**config.mk**
```make
export PLATFORM = sky130hd
export DESIGN_NAME = rot8_top
export DESIGN_NICKNAME = d
export VERILOG_FILES = /design/src/rtl/rot8_pkg.sv /design/src/rtl/rot8_scale.sv /design/src/rtl/rot8_ctrl.sv /design/src/rtl/rot8_datapath.sv /design/src/rtl/rot8_top.sv
export SDC_FILE = /design/constraint.sdc
export NUM_CORES = 1
export LEC_CHECK = 0
export CAP_MARGIN = 20
export CORE_AREA = 2 2 152 154
export DETAILED_ROUTE_END_ITERATION = 6
export DIE_AREA = 0 0 154 156
export PLACE_DENSITY = 0.61
export SETUP_SLACK_MARGIN = 0.3
export SYNTH_ARGS = -nofsm -noshare
export SYNTH_HDL_FRONTEND = slang
export SYNTH_HIERARCHICAL = 1
export SYNTH_SLANG_ARGS = --single-unit
```
**constraint.sdc**
```tcl
create_clock -name clk -period 5.1 [get_ports clk]
set_input_delay 1.02 -clock clk [delete_from_list [all_inputs] [get_ports clk]]
set_output_delay 1.02 -clock clk [all_outputs]
set_load 0.005 [all_outputs]
```
**src/rtl/rot8_pkg.sv**
```systemverilog
package rot8_pkg;
  // strobes from control to datapath
  typedef struct packed {
    logic ldStage1;  // capture input into stage 1
    logic swapJ;     // apply -j before the butterfly
    logic doBfly;    // stage 1 stores butterfly sum/difference
    logic ldStage2;  // capture stage 1 into the output registers
    logic useScale;  // output takes the scaled value
  } rotCtl_t;
endpackage

```
**src/rtl/rot8_scale.sv**
```systemverilog
// Fixed 1/sqrt(2) scaler: y = x * [1 + (1 + 2^-2)(2^-6 - 2^-2)], with guard bits and one rounding step
module rot8_scale #(
  parameter int IN_W    = 14,
  parameter int GUARD_W = 6,
  parameter int OUT_W   = 13
) (
  input  logic signed [IN_W-1:0]  x,
  output logic signed [OUT_W-1:0] y
);
  localparam int EXT_W = IN_W + GUARD_W + 1;
  localparam logic signed [EXT_W-1:0] HALF = EXT_W'(1) <<< (GUARD_W - 1);

  logic signed [EXT_W-1:0] xg, t1, t2, yg, rnd;
  logic unusedBits;

  assign xg  = {x[IN_W-1], x, {GUARD_W{1'b0}}};
  assign t1  = xg + (xg >>> 2);           // add 1, shift 1
  assign t2  = (t1 >>> 6) - (t1 >>> 2);   // add 2, shifts 2 and 3
  assign yg  = xg + t2;                   // add 3
  assign rnd = yg + HALF;
  assign y   = rnd[GUARD_W +: OUT_W];
  assign unusedBits = ^{rnd[GUARD_W-1:0], rnd[EXT_W-1:GUARD_W+OUT_W]};
endmodule

```
**src/rtl/rot8_ctrl.sv**
```systemverilog
module rot8_ctrl
  import rot8_pkg::*;
(
  input  logic       clk,
  input  logic       rstN,
  input  logic       inValid,
  input  logic [1:0] inSel,
  output rotCtl_t    ctl,
  output logic       outValid
);
  logic vS1, scaleS1;

  always_ff @(posedge clk) begin
    if (!rstN) begin
      vS1      <= 1'b0;
      scaleS1  <= 1'b0;
      outValid <= 1'b0;
    end else begin
      vS1      <= inValid;
      outValid <= vS1;
      if (inValid) scaleS1 <= inSel[1];
    end
  end

  always_comb begin
    ctl.ldStage1 = inValid;
    ctl.swapJ    = inSel[0];
    ctl.doBfly   = inSel[1];
    ctl.ldStage2 = vS1;
    ctl.useScale = scaleS1;
  end


  valid_latency_chk: assert property (@(posedge clk) disable iff (!rstN)
    inValid |-> ##2 outValid);

  no_spurious_valid_chk: assert property (@(posedge clk) disable iff (!rstN)
    !inValid |-> ##2 !outValid);
endmodule

```
**src/rtl/rot8_datapath.sv**
```systemverilog
module rot8_datapath
  import rot8_pkg::*;
#(
  parameter int DATA_W  = 12,
  parameter int GUARD_W = 6
) (
  input  logic                     clk,
  input  logic                     rstN,
  input  rotCtl_t                  ctl,
  input  logic signed [DATA_W-1:0] inRe,
  input  logic signed [DATA_W-1:0] inIm,
  output logic signed [DATA_W:0]   outRe,
  output logic signed [DATA_W:0]   outIm
);
  localparam int ROT_W = DATA_W + 1;
  localparam int BF_W  = DATA_W + 2;
  localparam int LIM   = ((1 << DATA_W) * 181) / 256 + 1;

  logic signed [ROT_W-1:0] pRe, pIm;
  logic signed [BF_W-1:0]  sumV, difV;
  logic signed [BF_W-1:0]  s1Lane [2];
  logic signed [ROT_W-1:0] scLane [2];

  // optional -j rotation ahead of the butterfly
  always_comb begin
    if (ctl.swapJ) begin
      pRe = ROT_W'(inIm);
      pIm = -ROT_W'(inRe);
    end else begin
      pRe = ROT_W'(inRe);
      pIm = ROT_W'(inIm);
    end
    sumV = BF_W'(pRe) + BF_W'(pIm);
    difV = BF_W'(pIm) - BF_W'(pRe);
  end

  always_ff @(posedge clk) begin
    if (!rstN) begin
      s1Lane[0] <= '0;
      s1Lane[1] <= '0;
    end else if (ctl.ldStage1) begin
      s1Lane[0] <= ctl.doBfly ? sumV : BF_W'(pRe);
      s1Lane[1] <= ctl.doBfly ? difV : BF_W'(pIm);
    end
  end

  // one scaler per lane, shared by both eighth-turn modes
  for (genvar g = 0; g < 2; g++) begin : gLane
    rot8_scale #(.IN_W(BF_W), .GUARD_W(GUARD_W), .OUT_W(ROT_W)) uScale (
      .x(s1Lane[g]),
      .y(scLane[g])
    );
  end

  always_ff @(posedge clk) begin
    if (!rstN) begin
      outRe <= '0;
      outIm <= '0;
    end else if (ctl.ldStage2) begin
      outRe <= ctl.useScale ? scLane[0] : s1Lane[0][ROT_W-1:0];
      outIm <= ctl.useScale ? scLane[1] : s1Lane[1][ROT_W-1:0];
    end
  end


  hold_when_idle_chk: assert property (@(posedge clk) disable iff (!rstN)
    !ctl.ldStage2 |=> ($stable(outRe) && $stable(outIm)));

  scaled_bound_chk: assert property (@(posedge clk) disable iff (!rstN)
    (ctl.ldStage2 && ctl.useScale) |=>
      (outRe <= LIM && outRe >= -LIM && outIm <= LIM && outIm >= -LIM));
endmodule

```
**src/rtl/rot8_top.sv**
```systemverilog
module rot8_top
  import rot8_pkg::*;
#(
  parameter int DATA_W  = 12,
  parameter int GUARD_W = 6
) (
  input  logic                     clk,
  input  logic                     rstN,
  input  logic                     inValid,
  input  logic [1:0]               inSel,
  input  logic signed [DATA_W-1:0] inRe,
  input  logic signed [DATA_W-1:0] inIm,
  output logic                     outValid,
  output logic signed [DATA_W:0]   outRe,
  output logic signed [DATA_W:0]   outIm
);
  rotCtl_t ctl;

  rot8_ctrl uCtrl (
    .clk(clk), .rstN(rstN), .inValid(inValid), .inSel(inSel),
    .ctl(ctl), .outValid(outValid)
  );

  rot8_datapath #(.DATA_W(DATA_W), .GUARD_W(GUARD_W)) uPath (
    .clk(clk), .rstN(rstN), .ctl(ctl), .inRe(inRe), .inIm(inIm),
    .outRe(outRe), .outIm(outIm)
  );


  pass_mode_chk: assert property (@(posedge clk) disable iff (!rstN)
    (inValid && inSel == 2'b00) |-> ##2
      (outRe == $past(inRe, 2) && outIm == $past(inIm, 2)));

  neg_j_mode_chk: assert property (@(posedge clk) disable iff (!rstN)
    (inValid && inSel == 2'b01) |-> ##2
      (outRe == $past(inIm, 2) && (outIm + $past(inRe, 2)) == 0));
endmodule

```
==> tab_implementation.tex, run 1 <==
\begin{tabular}{lr}
\hline
Metric & Value \\
\hline
\multicolumn{2}{l}{\textbf{Setup path}} \\
\quad Worst R2R Start & uPath/s1Lane[0][0] \\
\quad R2r endpoint & uPath/outRe[12] \\
\quad Worst-path cell chain & ha\_1, fa\_1, a21o\_1, a221oi\_4, o311ai\_2, a21o\_1, a21oi\_2, xnor2\_2, fa\_1, ha\_4, nand4\_1, nor2\_1, a2111oi\_4, o21ai\_2, or4\_1, nand3\_1, mux2i\_1, nand2\_1, o211a\_1 \\
\quad Launching element type of the critical path & register \\
\quad Register-to-Register Path Depth & 19 \\
\quad CP Data Required Time & 5.38 ns \\
\quad Worst path slowest cell & sky130\_fd\_sc\_hd\_\_fa\_1 \\
\quad Stage delay of the slowest cell on the critical path & 0.60 ns \\
\quad Critical path data arrival time & 4.92 ns \\
\quad Worst setup path endpoint & uPath/outRe[12] \\
\quad Critical path class & register to register \\
\quad Highest fanout seen on the critical path & 5 \\
\quad Reg-to-reg slack, setup & 0.46 ns \\
\quad Nature of the critical path endpoint & register \\
\quad Critical path launch point & uPath/s1Lane[0][0] \\
\multicolumn{2}{l}{\textbf{Synthesis}} \\
\quad Post-Synth XOR/XNOR Area & 8.047\% \\
\quad Simple-gate share of the synthesized area & 15.01\% \\
\quad Warning count from the yosys run & 6 \\
\quad Number of enable flip-flop cells after synthesis & 28 \\
\quad Fraction of the mapped netlist area in adder cells & 22.15\% \\
\quad Library cells used by synthesis & 84 \\
\quad Count of state elements after synthesis & 57 \\
\quad Per-instance average area after synthesis & 8.501 um2 \\
\quad Gate Count Post-Synth & 909 \\
\quad Compound-cell area share of the yosys netlist & 22.17\% \\
\quad Mux share of post-synthesis cell area & 7.529\% \\
\quad Net count after synthesis & 1058 \\
\quad Async set-reset flop share out of synthesis & 0\% \\
\quad Main combinational cell family by area after synthesis & compound AO/OA/AOI/OAI gates \\
\quad Leading register cell type out of synthesis & sky130\_fd\_sc\_hd\_\_dfxtp\_1 \\
\quad Post-synthesis sequential area ratio & 18.39\% \\
\quad Cell area after technology mapping & 7727 um2 \\
\multicolumn{2}{l}{\textbf{Route}} \\
\quad Residual DRC count & 0 \\
\quad Post-route ant nets & 0 \\
\quad Number of vias after detailed routing & 6593 \\
\quad Average detailed-routed wire length per instance & 14.65 um \\
\quad DR iter-0 viols & 383 \\
\quad Vias per Instance & 5.287 \\
\quad Iteration count of the initial detailed-routing pass & 5 \\
\quad Overall routed net length & 18270 um \\
\multicolumn{2}{l}{\textbf{STA}} \\
\quad Final setup violation count & 0 \\
\quad Final WS setup & 0.4622 ns \\
\quad RSZ-0062 raised after global routing & true \\
\quad Count of final max-slew check failures & 0 \\
\quad Maximum clock skew at final layout & 0.009204 ns \\
\quad Period utilisation layout & 90.94\% \\
\quad Worst hold margin & 0.4741 ns \\
\quad Fmax achieved & 0.2156 GHz \\
\quad Number of endpoints with negative hold slack in the final report & 0 \\
\quad Relative slew margins & 48.11\% \\
\quad Fin crit period & 4.638 ns \\
\quad Final-layout setup total negative slack & 0 ns \\
\quad Transition at the pin with the smallest max-transition slack & 0.7759 ns \\
\multicolumn{2}{l}{\textbf{Die}} \\
\quad Total Die Area & 24020 um2 \\
\quad Num ports & 56 \\
\quad Die span in y & 156 um \\
\quad Initial core utilization & 34.55\% \\
\quad Area of the core region & 22370 um2 \\
\quad Die width & 154 um \\
\quad Number of rows in the core area & 55 \\
\multicolumn{2}{l}{\textbf{Power}} \\
\quad Power density over cell area & 473.2 nW/um2 \\
\quad Clk pwr share & 13.6\% \\
\quad Cell internal pwr & 2.279 mW \\
\quad Combinational cell fraction of total power & 72.7\% \\
\quad Maximum ir drop on the vdd rail & 0.2017 mV \\
\quad Static leakage & 4.088 nW \\
\quad Sw Pwr & 1.961 mW \\
\quad Relative contribution of sequential cells to total power & 13.7\% \\
\quad Switching part of the total & 46.25\% \\
\multicolumn{2}{l}{\textbf{Finish}} \\
\quad Core utilization of the finished layout & 40.07\% \\
\quad Relative area change from synthesis to final layout & 15.96\% \\
\quad Number of nets at the end of the flow & 1106 \\
\quad Fillers & 2262 \\
\quad Commonest non-fill, non-tap cell in the layout & sky130\_fd\_sc\_hd\_\_inv\_1 \\
\quad Count of inserted antenna diode cells & 0 \\
\quad Commonest non-fill, non-tap cells in the layout & sky130\_fd\_sc\_hd\_\_inv\_1, sky130\_fd\_sc\_hd\_\_ha\_1, sky130\_fd\_sc\_hd\_\_nor2\_1 \\
\quad Proportion of layout cells with a drive suffix above 1 & 9.252\% \\
\multicolumn{2}{l}{\textbf{CTS}} \\
\quad Clock tree root buffer cell & sky130\_fd\_sc\_hd\_\_clkbuf\_16 \\
\quad Maximum clock insertion buffer count & 2 \\
\quad TritonCTS Buffers & 9 \\
\quad Clock insertion delay at the later pin of the skew report & 0.34 ns \\
\quad H-tree level count & 3 \\
\quad Clock-pin slew on the worst setup and hold paths & 0.05 ns \\
\quad Number of sinks driven by the clock tree & 57 \\
\quad CTS tree & yes \\
\quad Number of hold buffers added after cts & 0 \\
\multicolumn{2}{l}{\textbf{Global routing}} \\
\quad First-pass GRT wire length & 30170 um \\
\quad GRT Util Overall & 15.41\% \\
\quad Antenna violations before repair & 0 \\
\quad Total congestion overflow after global routing & 0 \\
\quad Maximum number of pins on one net before global-route repair & 54 \\
\quad Vias in the first global route & 6125 \\
\multicolumn{2}{l}{\textbf{Place}} \\
\quad I/O Buffers & 55 \\
\quad DPL Wire Length & 14760 um \\
\quad Final Wtd Congestion & 0.8837 \\
\quad Setup slack after placement & 0.2843 ns \\
\multicolumn{2}{l}{\textbf{Status}} \\
\quad Run status & complete, no violations \\
\multicolumn{2}{l}{\textbf{Hold path}} \\
\quad Worst hold path type & register to register \\
\multicolumn{2}{l}{\textbf{Flow run}} \\
\quad Reported max-cap violation count & 0 \\
\hline
\end{tabular}
stage by stage:
stage	instances	cell area [um2]	power, mW
floorplan	909	7727	2.950
global placement	1220	8514	3.518
detailed placement	1220	8514	3.522
CTS	1236	8818	4.130
global route	1247	8961	4.655
finish	1247	8961	4.240
Yosys cell counts (all sizes together) (20+ instances only):
master   n  share of area (%)
dfxtp   29                7.5
nand2   65                3.2
xor2    24                2.7
ha      92                 15
nor2    70                3.4
clkbuf  24                1.2
inv     90                4.4
fa      28                7.3
nand3   21                1.4
a21o    20                2.0
o211a   27                3.5
xnor2   47                5.3
mux2i   39                5.1
a21oi   69                4.7
o21ai   39                2.6
edfxtp  28                 11
worst min path at each step:
stage                            to  slack [ns]             from  cells after the start
CTS                 uPath/outIm[10]        0.48  uPath/outIm[10]                      1
floorplan            uCtrl/outValid        0.43        uCtrl/vS1                      1
global route         uPath/outIm[5]        0.49   uPath/outIm[5]                      1
global placement     uPath/outRe[3]        0.46   uPath/outRe[3]                      1
finish               uPath/outRe[3]        0.47   uPath/outRe[3]                      1
detailed placement   uPath/outRe[7]        0.47   uPath/outRe[7]                      1
registers in the layout, summed over array words and instances (netlist names):
signal,cells
uCtrl/scaleS1,1
uPath/outRe,13
uCtrl/vS1,1
uPath/outIm,13
uPath/s1Lane,28
uCtrl/outValid,1
cell type report:
type                       instances  area (um2)  area share (%)
sequential                        57        1421           15.86
multi-input combinational        725        5867           65.47
tap                              285       356.6           3.979
timing repair buffer              74       693.2           7.735
clock inverter                     3       13.76          0.1536
inverter                          90       337.8           3.770
clock buffer                      13       271.5           3.030
timing repair:
action                     CTS  global route
setup buffers                0            11
setup endpoints to repair    1             6
resized for setup            2            11
pin swaps                    0             3
layer usage:
metal	routed length, um	global-route usage [%]	share of wire (%)	vias up
met2	7805	24.09	43	150
met1	9554	22.07	52	3080
met3	608	1.889	3.3	18
met4	302	4.984	1.7	0
met5	0	0	0	-
li1	-	-	-	3345
power by group through the flow:
stage	Combinational, mW	Clock [mW]	Sequential (mW)
after detailed placement	2.93	0	0.594
after floorplan	2.37	0	0.576
after global placement	2.92	0	0.593
final	3.08	0.577	0.580
after CTS	2.95	0.591	0.585
after global routing	3.46	0.609	0.586
critical path, delay by kind of cell, from the launching register on:
| family | cells | cell delay [ns] |
|---|---|---|
| AO/OA/AOI/OAI | 8 | 1.59 |
| XOR/XNOR | 1 | 0.11 |
| adder cells (fa/ha/maj) | 4 | 1.49 |
| flip-flops | 1 | 0.42 |
| multiplexers | 1 | 0.07 |
| AND/OR/NAND/NOR | 5 | 0.89 |
logic make-up (layout without fill, tap and decap cells):
logic type      after synthesis  after routing
compound gates              240            240
simple gates                238            238
buf+inv                     127            180
fa+ha+maj                   120            120
xor+xnor                     71             71
flops                        57             57
mux                          56             56
Power figures use the tool's default switching activity.
==> run 2, diff against run 1 <==
- SLEW_MARGIN: unset -> 20
- clock period: 5.1 -> 5.4 ns (I/O delays scaled with it)
==> run 2 against run 1 <==
Maximum frequency down 4.1%; setup slack gained 0.10 ns; register-to-register slack improved by 0.10 ns; cell count shrank 0.96%; sequential power down 4.7%; clock-buffer cell count fell by 4; sequential share of layout area increased by 0.28 points; power decreased by 8.0%; via count shrank 2.1%; largest cell class unchanged.
==> tab_implementation.tex, run 2 (synthesized netlist as in run 1, its figures left out) <==
\begin{tabular}{lr}
\hline
Metric & Value \\
\hline
\multicolumn{2}{l}{\textbf{Status}} \\
\quad Run status & complete, no violations \\
\multicolumn{2}{l}{\textbf{Setup path}} \\
\quad Buffer and inverter count on the worst path & 0 \\
\quad Cell class contributing the biggest share of worst-path delay & compound AO/OA/AOI/OAI gates \\
\quad Reg-to-reg slack, setup & 0.57 ns \\
\quad CP Data Required Time & 5.68 ns \\
\quad Worst path slowest cell & sky130\_fd\_sc\_hd\_\_or4\_1 \\
\quad Critical path class & register to register \\
\quad Highest fanout seen on the critical path & 5 \\
\quad Register-to-Register Path Depth & 19 \\
\quad Launching element type of the critical path & register \\
\quad Stage delay of the slowest cell on the critical path & 0.52 ns \\
\quad R2r endpoint & uPath/outRe[12] \\
\quad Nature of the critical path endpoint & register \\
\quad Critical path data arrival time & 5.11 ns \\
\quad Worst R2R Start & uPath/s1Lane[0][2] \\
\quad Worst-path cell chain & ha\_1, fa\_1, a21o\_1, a221oi\_4, o311ai\_1, a21o\_1, a21oi\_1, xnor2\_1, fa\_1, ha\_1, nand4\_1, nor2\_1, a2111oi\_4, o21ai\_2, or4\_1, nand3\_1, mux2i\_1, nand2\_1, o211a\_1 \\
\multicolumn{2}{l}{\textbf{Finish}} \\
\quad Relative area change from synthesis to final layout & 13.94\% \\
\quad Total non-filler cell area in the finished layout & 8805 um2 \\
\quad Commonest non-fill, non-tap cells in the layout & sky130\_fd\_sc\_hd\_\_ha\_1, sky130\_fd\_sc\_hd\_\_inv\_1, sky130\_fd\_sc\_hd\_\_nor2\_1 \\
\quad Register containing the most flip-flops in the final layout & uPath/s1Lane \\
\quad Proportion of layout cells with a drive suffix above 1 & 7.053\% \\
\quad Count of inserted antenna diode cells & 0 \\
\quad Fillers & 2296 \\
\quad Max FFs per register & 28 \\
\quad Commonest non-fill, non-tap cell in the layout & sky130\_fd\_sc\_hd\_\_ha\_1 \\
\quad Number of nets at the end of the flow & 1094 \\
\quad Registers with the most flip-flops & uPath/s1Lane (28), uPath/outIm (13), uPath/outRe (13) \\
\multicolumn{2}{l}{\textbf{STA}} \\
\quad Count of final max-slew check failures & 0 \\
\quad RSZ-0062 raised after global routing & false \\
\quad Period utilisation layout & 89.53\% \\
\quad Maximum clock skew at final layout & 0.01171 ns \\
\quad Relative slew margins & 50.85\% \\
\quad Fin crit period & 4.835 ns \\
\quad Final-layout setup total negative slack & 0 ns \\
\quad Final setup violation count & 0 \\
\quad Transition at the pin with the smallest max-transition slack & 0.7349 ns \\
\quad Fmax achieved & 0.2068 GHz \\
\quad Final WS setup & 0.5653 ns \\
\quad Number of endpoints with negative hold slack in the final report & 0 \\
\multicolumn{2}{l}{\textbf{Route}} \\
\quad Vias per Instance & 5.225 \\
\quad Average detailed-routed wire length per instance & 14.60 um \\
\quad DR iter-0 viols & 370 \\
\quad Residual DRC count & 0 \\
\quad Number of vias after detailed routing & 6453 \\
\quad Overall routed net length & 18030 um \\
\quad Post-route ant nets & 0 \\
\quad Iteration count of the initial detailed-routing pass & 5 \\
\multicolumn{2}{l}{\textbf{Flow run}} \\
\quad Reported max-cap violation count & 0 \\
\multicolumn{2}{l}{\textbf{Global routing}} \\
\quad Maximum number of pins on one net before global-route repair & 54 \\
\quad Vias in the first global route & 6083 \\
\quad First-pass GRT wire length & 29900 um \\
\quad Total congestion overflow after global routing & 0 \\
\quad Antenna violations before repair & 0 \\
\quad GRT Util Overall & 15.16\% \\
\multicolumn{2}{l}{\textbf{Die}} \\
\quad Die width & 154 um \\
\quad Area of the core region & 22370 um2 \\
\quad Initial core utilization & 34.55\% \\
\quad Total Die Area & 24020 um2 \\
\quad Num ports & 56 \\
\quad Die span in y & 156 um \\
\quad Number of rows in the core area & 55 \\
\multicolumn{2}{l}{\textbf{CTS}} \\
\quad Number of sinks driven by the clock tree & 57 \\
\quad Maximum clock insertion buffer count & 2 \\
\quad Clock tree root buffer cell & sky130\_fd\_sc\_hd\_\_clkbuf\_16 \\
\quad Clock-pin slew on the worst setup and hold paths & 0.05 ns \\
\quad CTS tree & yes \\
\quad Clock insertion delay at the later pin of the skew report & 0.34 ns \\
\quad H-tree level count & 3 \\
\quad TritonCTS Buffers & 9 \\
\multicolumn{2}{l}{\textbf{Place}} \\
\quad Placed Instance Area & 8507 um2 \\
\quad DPL Wire Length & 14740 um \\
\quad Final Wtd Congestion & 0.8745 \\
\quad Setup slack after placement & 0.5470 ns \\
\quad I/O Buffers & 55 \\
\multicolumn{2}{l}{\textbf{Hold path}} \\
\quad Worst hold path type & register to register \\
\quad Hold Path Origin & uPath/outIm[4] \\
\quad Min-Delay Endpoint & uPath/outIm[4] \\
\quad Worst Hold Depth & 1 \\
\multicolumn{2}{l}{\textbf{Power}} \\
\quad Maximum ir drop on the vdd rail & 0.1808 mV \\
\quad Static leakage & 4.007 nW \\
\quad Power density over cell area & 443.1 nW/um2 \\
\quad Overall power & 3.902 mW \\
\hline
\end{tabular}
==> run 2: cell count changes in the layout (fill, tap and decap cells not counted), sizes merged <==
| cell | delta |
|---|---|
| clkinv | +1 |
| bufinv | +1 |
| buf | -12 |
| clkbuf | -4 |
| clkinvlp | +2 |
==> run 2: how the worst max path moves through the flow <==
stage / start / end / slack (ns) / cells after the start
global route: uPath/s1Lane[0][2] / uPath/outRe[12] / 0.30 / 19
global placement: inRe[0] / uPath/s1Lane[0][26] / 0.62 / 16
detailed placement: uPath/s1Lane[0][2] / uPath/outRe[12] / 0.55 / 19
floorplan: uPath/s1Lane[0][2] / uPath/outRe[12] / 0.88 / 19
finish: uPath/s1Lane[0][2] / uPath/outRe[12] / 0.57 / 19
CTS: uPath/s1Lane[0][2] / uPath/outRe[12] / 0.53 / 19
==> run 2: metrics by stage <==
step / utilization (%) / hold WS [ns] / instances
finish: 39.37 / 0.4764 / 1235
global route: 39.37 / 0.4896 / 1235
CTS: 39.32 / 0.4776 / 1235
detailed placement: 38.04 / 0.4662 / 1219
global placement: 38.04 / 0.4584 / 1219
floorplan: - / 0.4311 / 909
==> run 2: routing by layer <==
layer	global-route usage (%)	vias to the layer above	wire length [um]
met5	0	-	0
met4	4.762	0	265
met3	1.750	13	592
met2	23.83	122	7622
met1	21.72	2984	9551
li1	-	3334	-
==> run 2: cell type report <==
| class | count | area (um2) | area share, % |
|---|---|---|---|
| multi-input combinational | 725 | 5799 | 65.87 |
| sequential | 57 | 1421 | 16.14 |
| timing repair buffer | 62 | 603.1 | 6.850 |
| tap | 285 | 356.6 | 4.050 |
| inverter | 90 | 337.8 | 3.837 |
| clock buffer | 9 | 225.2 | 2.558 |
| clock inverter | 7 | 61.31 | 0.6963 |
==> run 2: what timing repair did <==
| item | in CTS | in global routing |
|---|---|---|
| gates resized for setup | 0 | 1 |
| hold buffers | 0 | 0 |
| endpoints found under the setup margin | 0 | 1 |
| setup buffers | 0 | 0 |
==> run 2: where the power goes <==
group          switching (mW)  internal, mW
sequential             0.0496         0.503
clock                   0.204         0.351
combinational            1.56          1.23
